### src/rtl/uart_port_pkg.sv
package uart_port_pkg;
  localparam int STAT_RX_BIT = 0;
  localparam int STAT_TX_BIT = 2;
  localparam int CHAR_BITS   = 8;

  typedef enum logic [1:0] {
    SEL_NONE = 2'd0,
    SEL_STAT = 2'd1,
    SEL_DATA = 2'd2
  } sel_e;
endpackage

### src/rtl/uart_port_decode.sv
module uart_port_decode
  import uart_port_pkg::*;
#(
  parameter int ADDR_W    = 2,
  parameter int STAT_ADDR = 0,
  parameter int DATA_ADDR = 1
) (
  input  logic [ADDR_W-1:0] addr,
  input  logic              rd,
  input  logic              wr,
  output logic              rd_stat,
  output logic              rd_data,
  output logic              wr_data
);
  sel_e sel;

  always_comb begin
    if (addr == ADDR_W'(STAT_ADDR))      sel = SEL_STAT;
    else if (addr == ADDR_W'(DATA_ADDR)) sel = SEL_DATA;
    else                                 sel = SEL_NONE;
  end

  assign rd_stat = rd && (sel == SEL_STAT);
  assign rd_data = rd && (sel == SEL_DATA);
  assign wr_data = wr && (sel == SEL_DATA);
endmodule

### src/rtl/uart_port_rxbuf.sv
module uart_port_rxbuf #(
  parameter int DATA_W = 8
) (
  input  logic              clk,
  input  logic              rst_n,
  input  logic              deliver,
  input  logic [DATA_W-1:0] deliver_data,
  input  logic              consume,
  output logic              ready,
  output logic [DATA_W-1:0] held
);
  logic              flag_q, flag_d;
  logic [DATA_W-1:0] buf_q, buf_d;
  logic              buf_en;

  always_comb begin
    buf_en = deliver;
    buf_d  = deliver_data;
    if (deliver)      flag_d = 1'b1;
    else if (consume) flag_d = 1'b0;
    else              flag_d = flag_q;
  end

  always_ff @(posedge clk or negedge rst_n) begin
    if (!rst_n) flag_q <= 1'b0;
    else        flag_q <= flag_d;
  end

  always_ff @(posedge clk or negedge rst_n) begin
    if (!rst_n)      buf_q <= '0;
    else if (buf_en) buf_q <= buf_d;
  end

  assign ready = flag_q;
  assign held  = buf_q;
endmodule

### src/rtl/uart_port_txser.sv
module uart_port_txser #(
  parameter int DATA_W     = 8,
  parameter int BIT_CYCLES = 16
) (
  input  logic              clk,
  input  logic              rst_n,
  input  logic              load,
  input  logic [DATA_W-1:0] load_data,
  output logic              ready,
  output logic              line
);
  localparam int FRAME_W = DATA_W + 2;
  localparam int TW      = (BIT_CYCLES > 1) ? $clog2(BIT_CYCLES) : 1;
  localparam int CW      = $clog2(FRAME_W);
  localparam logic [TW-1:0] RELOAD = TW'(BIT_CYCLES - 1);
  localparam logic [CW-1:0] LAST   = CW'(FRAME_W - 1);

  logic               busy_q, busy_d;
  logic [FRAME_W-1:0] frame_q, frame_d;
  logic [TW-1:0]      timer_q, timer_d;
  logic [CW-1:0]      left_q, left_d;

  always_comb begin
    busy_d  = busy_q;
    frame_d = frame_q;
    timer_d = timer_q;
    left_d  = left_q;
    if (busy_q) begin
      if (timer_q == '0) begin
        if (left_q == '0) begin
          busy_d = 1'b0;
        end else begin
          frame_d = {1'b1, frame_q[FRAME_W-1:1]};
          left_d  = left_q - 1'b1;
          timer_d = RELOAD;
        end
      end else begin
        timer_d = timer_q - 1'b1;
      end
    end else if (load) begin
      busy_d  = 1'b1;
      frame_d = {1'b1, load_data, 1'b0};
      timer_d = RELOAD;
      left_d  = LAST;
    end
  end

  always_ff @(posedge clk or negedge rst_n) begin
    if (!rst_n) begin
      busy_q  <= 1'b0;
      frame_q <= '1;
      timer_q <= '0;
      left_q  <= '0;
    end else begin
      busy_q  <= busy_d;
      frame_q <= frame_d;
      timer_q <= timer_d;
      left_q  <= left_d;
    end
  end

  assign ready = !busy_q;
  assign line  = busy_q ? frame_q[0] : 1'b1;
endmodule

### src/rtl/uart_port_regs.sv
module uart_port_regs
  import uart_port_pkg::*;
#(
  parameter int ADDR_W     = 2,
  parameter int STAT_ADDR  = 0,
  parameter int DATA_ADDR  = 1,
  parameter int DATA_W     = CHAR_BITS,
  parameter int BIT_CYCLES = 16
) (
  input  logic              clk,
  input  logic              rst_n,
  input  logic [ADDR_W-1:0] bus_addr,
  input  logic              bus_rd,
  input  logic              bus_wr,
  input  logic [DATA_W-1:0] bus_wdata,
  output logic [DATA_W-1:0] bus_rdata,
  input  logic              rx_valid,
  input  logic [DATA_W-1:0] rx_data,
  output logic              tx_line
);
  logic              rd_stat, rd_data, wr_data;
  logic              rx_rdy, tx_rdy;
  logic [DATA_W-1:0] rx_buf;
  logic [DATA_W-1:0] stat_word;
  logic [DATA_W-1:0] rdata_q, rdata_d;
  logic              rdata_en;

  uart_port_decode #(
    .ADDR_W(ADDR_W), .STAT_ADDR(STAT_ADDR), .DATA_ADDR(DATA_ADDR)
  ) dec_i (
    .addr(bus_addr), .rd(bus_rd), .wr(bus_wr),
    .rd_stat(rd_stat), .rd_data(rd_data), .wr_data(wr_data)
  );

  uart_port_rxbuf #(.DATA_W(DATA_W)) rx_i (
    .clk(clk), .rst_n(rst_n),
    .deliver(rx_valid), .deliver_data(rx_data),
    .consume(rd_data),
    .ready(rx_rdy), .held(rx_buf)
  );

  uart_port_txser #(.DATA_W(DATA_W), .BIT_CYCLES(BIT_CYCLES)) tx_i (
    .clk(clk), .rst_n(rst_n),
    .load(wr_data && tx_rdy), .load_data(bus_wdata),
    .ready(tx_rdy), .line(tx_line)
  );

  always_comb begin
    stat_word              = '0;
    stat_word[STAT_RX_BIT] = rx_rdy;
    stat_word[STAT_TX_BIT] = tx_rdy;
  end

  always_comb begin
    rdata_en = bus_rd;
    if (rd_stat)      rdata_d = stat_word;
    else if (rd_data) rdata_d = rx_buf;
    else              rdata_d = '0;
  end

  always_ff @(posedge clk or negedge rst_n) begin
    if (!rst_n)        rdata_q <= '0;
    else if (rdata_en) rdata_q <= rdata_d;
  end

  assign bus_rdata = rdata_q;
endmodule

### config.mk
export PLATFORM = sky130hd
export DESIGN_NAME = uart_port_regs
export DESIGN_NICKNAME = d
export VERILOG_FILES = /design/src/rtl/uart_port_pkg.sv /design/src/rtl/uart_port_decode.sv /design/src/rtl/uart_port_rxbuf.sv /design/src/rtl/uart_port_txser.sv /design/src/rtl/uart_port_regs.sv
export SDC_FILE = /design/constraint.sdc
export NUM_CORES = 1
export LEC_CHECK = 0
export BUFFER_PORTS_ARGS = -buffer_cell sky130_fd_sc_hd__buf_2
export CAP_MARGIN = 25
export CORE_MARGIN = 1.5
export CORE_UTILIZATION = 50
export CTS_CLUSTER_DIAMETER = 30
export DETAILED_ROUTE_END_ITERATION = 8
export PLACE_DENSITY = 0.73
export SLEW_MARGIN = 20
export SYNTH_ARGS = -nofsm -noshare
export SYNTH_HDL_FRONTEND = slang
export SYNTH_SLANG_ARGS = --single-unit
### constraint.sdc
create_clock -name clk -period 3.5 [get_ports clk]
set_input_delay 0.175 -clock clk [delete_from_list [all_inputs] [get_ports clk]]
set_output_delay 0.175 -clock clk [all_outputs]
set_load 0.03 [all_outputs]
# Word-level counts from Yosys, hierarchy flattened
# Index checks and enable logic that the tools add are counted.
dict set report totals {
  reg_bits 36
  input_bits 23
  out_inout_bits 9
  elab_cells 50
}
dict set report classes {
  addsub 2
  n_eq_ne 6
  reduce_logical 12
  n_mux 23
}
# op count
set op_table {}
lappend op_table {{$mux W10} 4}
lappend op_table {{$mux W4} 8}
lappend op_table {{$mux W8} 2}
lappend op_table {{$logic_not A4 Y1} 2}
lappend op_table {{$sub A4 B1 Y4 const B} 2}
lappend op_table {{$mux W1} 7}
lappend op_table {{$eq A2 B1 Y1 const B} 2}
lappend op_table {{$logic_and A1 B1 Y1} 4}
lappend op_table {{$mux W2} 2}
lappend op_table {{$ne A2 B2 Y1 const B} 2}
lappend op_table {{$reduce_bool A2 Y1} 2}
lappend op_table {{$ne A3 B3 Y1 const B} 1}
lappend op_table {{$reduce_and A3 Y1} 1}
lappend op_table {{$eq A2 B2 Y1 const B} 1}
lappend op_table {{$logic_not A2 Y1} 1}
lappend op_table {{$reduce_and A2 Y1} 1}
lappend op_table {{$logic_not A1 Y1} 1}

# Longest topological paths before layout
dict set report depth {
  ltp_word 8
  depth_mapped 6
  ltp_nobuf 5
}

# Cells and area by module
# Synthesis repeated with hierarchy kept, for this count alone.
dict set report hier_totals {
  hier_cells 165
  hier_area_um2 1874.3
}
# mod n_inst cells_each seq_area_each_um2 area_per_inst_um2
set by_module_without_submodules {}
lappend by_module_without_submodules {uart_port_txser 1 104 461.7 1046.0}
lappend by_module_without_submodules {uart_port_regs 1 38 200.2 429.2}
lappend by_module_without_submodules {uart_port_rxbuf 1 20 225.2 369.1}
lappend by_module_without_submodules {uart_port_decode 1 3 0.0 30.0}

# Worst setup path before layout
# OpenSTA, ideal clock, no wires.
dict set report synth_timing {
  kind {register to register}
  startpoint {reg tx_i.timer_q[0]}
  endpoint {reg tx_i.frame_q[1]}
  stages_incl_launch_ff 7
  synth_period_minus_slack_ps 1635
  setup_slack_ps 1865
  path_buffers 1
  required_time_ps 3418
  setup_ps 82
  t_arrival_ps 1553
  cell_sequence {dfrtp_1 inv_1 ha_1 nor4bb_1 buf_4 a21oi_4 mux2_4}
}
dict set report synth_between {
  elab_chain_cells 3
}
# item line_no
set synth_rtl {}
lappend synth_rtl {{start: declaration} uart_port_txser.sv:20} ;# logic [TW-1:0] timer_q, timer_d;
lappend synth_rtl {{start signal: assignment} uart_port_txser.sv:57} ;# timer_q <= timer_d;
lappend synth_rtl {{$logic_not A4 Y1} uart_port_txser.sv:29} ;# if (timer_q == '0) begin
lappend synth_rtl {{$ne A2 B2 Y1 (no line)} -}
lappend synth_rtl {{$reduce_and A3 Y1 (no line)} -}
lappend synth_rtl {{end signal: assignment} uart_port_txser.sv:56} ;# frame_q <= frame_d;
lappend synth_rtl {{end: declaration} uart_port_txser.sv:19} ;# logic [FRAME_W-1:0] frame_q, frame_d;
# No other way between the ends.
# A chain may end at the register's enable or synchronous reset.

# Worst setup path after layout
dict set report layout_timing {
  startpoint {reg tx_i.busy_q}
  endpoint {reg tx_i.frame_q[7]}
}
dict set report layout_between {
  elab_chain_cells 4
  elab_cells_between_ends 7
  classes_between {eq/ne: 2; mux: 1; reduce/logical: 4}
}
# item line_no
set layout_rtl {}
lappend layout_rtl {{start: declaration} uart_port_txser.sv:18} ;# logic busy_q, busy_d;
lappend layout_rtl {{start signal: assignment} uart_port_txser.sv:55} ;# busy_q <= busy_d;
lappend layout_rtl {{$logic_not A1 Y1} uart_port_txser.sv:62} ;# assign ready = !busy_q;
lappend layout_rtl {{$logic_and A1 B1 Y1} uart_port_regs.sv:44} ;# .load(wr_data && tx_rdy), .load_data(bus_wdata),
lappend layout_rtl {{$reduce_bool A2 Y1 (no line)} -}
lappend layout_rtl {{$reduce_and A3 Y1 (no line)} -}
# Parallel ways exist; a longest one is shown, timed or not.

==> results.md <==
- Clock Skews: 12.9 ps
- Mapped Nets: 165
- Yosys cell types: 40
- Starting density of the core: 51.8%
- First-pass GRT wire length: 5.29 mm
- Grt ovf: 0
- RD Place Congestion: 0.800
- Leakage: 0.928 nW
- Post-placement cell count: 212
- Area Overhead vs Synth: 14.9%
- Die H: 61.6 um
- Slew Limit Headroom: 49.0%
- Final Hold Viols: 0
- CP max stage cell: dfrtp_1
- Asr flop ratio synth: 100%
- Setup Viol. Count Final: 0
- Num CTS Buffers: 5
- Top-count cell post-synth: dfrtp_1
- Synthesized instance count: 140
- Yosys reg bits: 35
- Placeable Area: 3310 um2
- Routed WL per cell: 14.7 um
- Post-synth EDFFs: 0
- Max Clk Rate: 449 MHz
- Ant diodes: 0
- Worst Path Required: 3770 ps
- Clk_lat worst skew: 350 ps
- Met1 usage: 24.5%
- Die ar.: 3790 um2
- Met3 Track Usage GR: 6.30%
- Delay-heaviest family, CP: flip-flops
- Placed inst area: 1900 um2
- Num Clock Sinks: 35
- Post-CTS Resized: 0
- Port bufs: 31
- CP peak stage delay: 860 ps
- Max Cap Viol: 0
- Slew Viols, Final: 0
- Vias post-DR: 1203
- Final std cells w/o fill: 221
- Share of layout cells above drive strength 1: 42.9%
- Nets: 199
- Crit path time final: 2230 ps
- Hold Buf Count CTS: 1
- Detailed placement HPWL: 2.35 mm
- Crit-path max FO: 24
- Top cells by area, synth: dfrtp_1 (38%), dfstp_2 (14%), mux2_2 (11%), mux2_4 (6.1%), o2bb2ai_1 (4.6%)
- Root Driver: clkbuf_4
- Status: completed
- CTS tree: built
- Initial antenna violation count: 0
- Clock-pin slew on the worst setup and hold paths: 110 ps
- Setup CP Type: flip-flop to flip-flop
- Largest net degree at the start of global routing: 36
- # fillers: 294
- Main synth FF type: dfrtp_1
- Final Cycle Share: 63.6%
- Power per Cell Area: 598 nW/um2
- Place WS: 1330 ps
- Seq/Total Area, Yosys: 51.7%
- Post-synth top area share: 37.9%
- Vias/cell: 5.44
- Gr usage total: 19.2%
- DRC Markers: 0
- Die width: 61.6 um
- First drt pass iteration count: 3
- Ys Warns: 0
- Setup_tns: 0 ps
- I/O pins: 32
- Vias in the first global route: 1192
- Crit path DAT: 2500 ps
- Synth area leader: dfrtp_1
- Iter 0 DRT Violations: 39
- Worst-margin pin slew: 765 ps
- Std cell rows: 21
- Hold Crit Class: input port to flip-flop
- Grt peak-use layer: met2
- Worst setup margin: 1270 ps
- Mapped cell area: 1720 um2
- Mean Syn Cell Area: 12.3 um2
- CP endpoint kind: flip-flop
- Crit-path cells: nand4bb_1 -> a21oi_4 -> mux2_4
- VDD IR-drop max: 0.301 mV
- Most instantiated cells after synthesis: dfrtp_1 (26), mux2_2 (16), nand2_1 (13)
- Final instance area: 1970 um2
- H-Tree Depth: 2
- RSZ-0062 raised after global routing: no
- Crit start category: flip-flop
- Hold WS: 49.4 ps
- Met2 global-route usage: 30.8%
- Clock Path Buffers: 2
- Final antenna-violating net count: 0
- Post-Route WL: 3.26 mm
- WP buf/inv: 0
- Setup repair bufs after CTS: 0
## stage by stage
stage,utilization (%),power (mW)
floorplan,-,0.861
global placement,57.3,0.929
detailed placement,57.3,0.956
CTS,59.5,1.19
global route,59.5,1.25
finish,59.5,1.18
## report_power, final
part	switching, mW	total (mW)	internal, mW
combinational	0.146	0.343	0.197
sequential	0.0756	0.605	0.529
clock	0.136	0.232	0.0954
## metal layers
metal / vias up / share of wire [%]
met2: 23 / 50
met1: 600 / 45
met4: 0 / 0.89
li1: 576 / -
met3: 4 / 4.1
met5: - / 0
## final timing paths
path | startpoint | endpoint | slack [ps] | cells past startpoint
worst min-delay path | rx_data[7] | rx_i.held[7] | 50 | 2
worst min register to register | bus_rdata[7] | bus_rdata[7] | 500 | 1
min in group asynchronous | rst_n | tx_i.left_q[3] | 420 | 2
worst max register to register | tx_i.busy_q | tx_i.frame_q[7] | 1270 | 3
worst max-delay path | tx_i.busy_q | tx_i.frame_q[7] | 1270 | 3
max in group asynchronous | rst_n | rx_i.held[2] | 2600 | 2
## cells in the final DEF, fill, tap and decap left out, types with 2 or more instances in the layout
cell	n
nand2b_1	3
mux2_2	16
clkbuf_4	5
inv_1	8
nand4bb_1	2
buf_2	31
mux2i_1	2
mux2_4	7
dfrtp_1	26
dfstp_2	9
nor2_1	5
nand3_1	2
ha_1	2
nand2_1	13
o21ai_0	3
a21oi_1	4
o221ai_1	2
clkinv_1	2
o2bb2ai_1	9
## flip-flops by register name (all words and copies together) (netlist names)
register / count
tx_i.timer_q: 4
tx_i.left_q: 4
tx_i.frame_q: 9
tx_i.busy_q: 1
bus_rdata: 8
rx_i.held: 8
rx_i.ready: 1
## cell type report
type                    count  area (um2)  area share (%)
well taps                  46        57.6            2.92
flip-flops and latches     35         887            45.0
inverters                   9        33.8            1.71
multi-input cells          90         757            38.4
clock buffers               6        51.3            2.60
repair buffers             33         173            8.76
clock inverters             2        11.3           0.571
## logic make-up (layout without fill, tap and decap cells)
| logic type | Yosys count | after routing | synth area share (%) |
|---|---|---|---|
| AND/OR/NAND/NOR | 37 | 37 | 12.9 |
| AO/OA/AOI/OAI | 26 | 26 | 12.0 |
| multiplexers | 25 | 25 | 17.8 |
| flip-flops | 35 | 35 | 51.7 |
| buffers and inverters | 15 | 50 | 4.16 |
| adder cells (fa/ha/maj) | 2 | 2 | 1.46 |
Power figures use the tool's default switching activity.
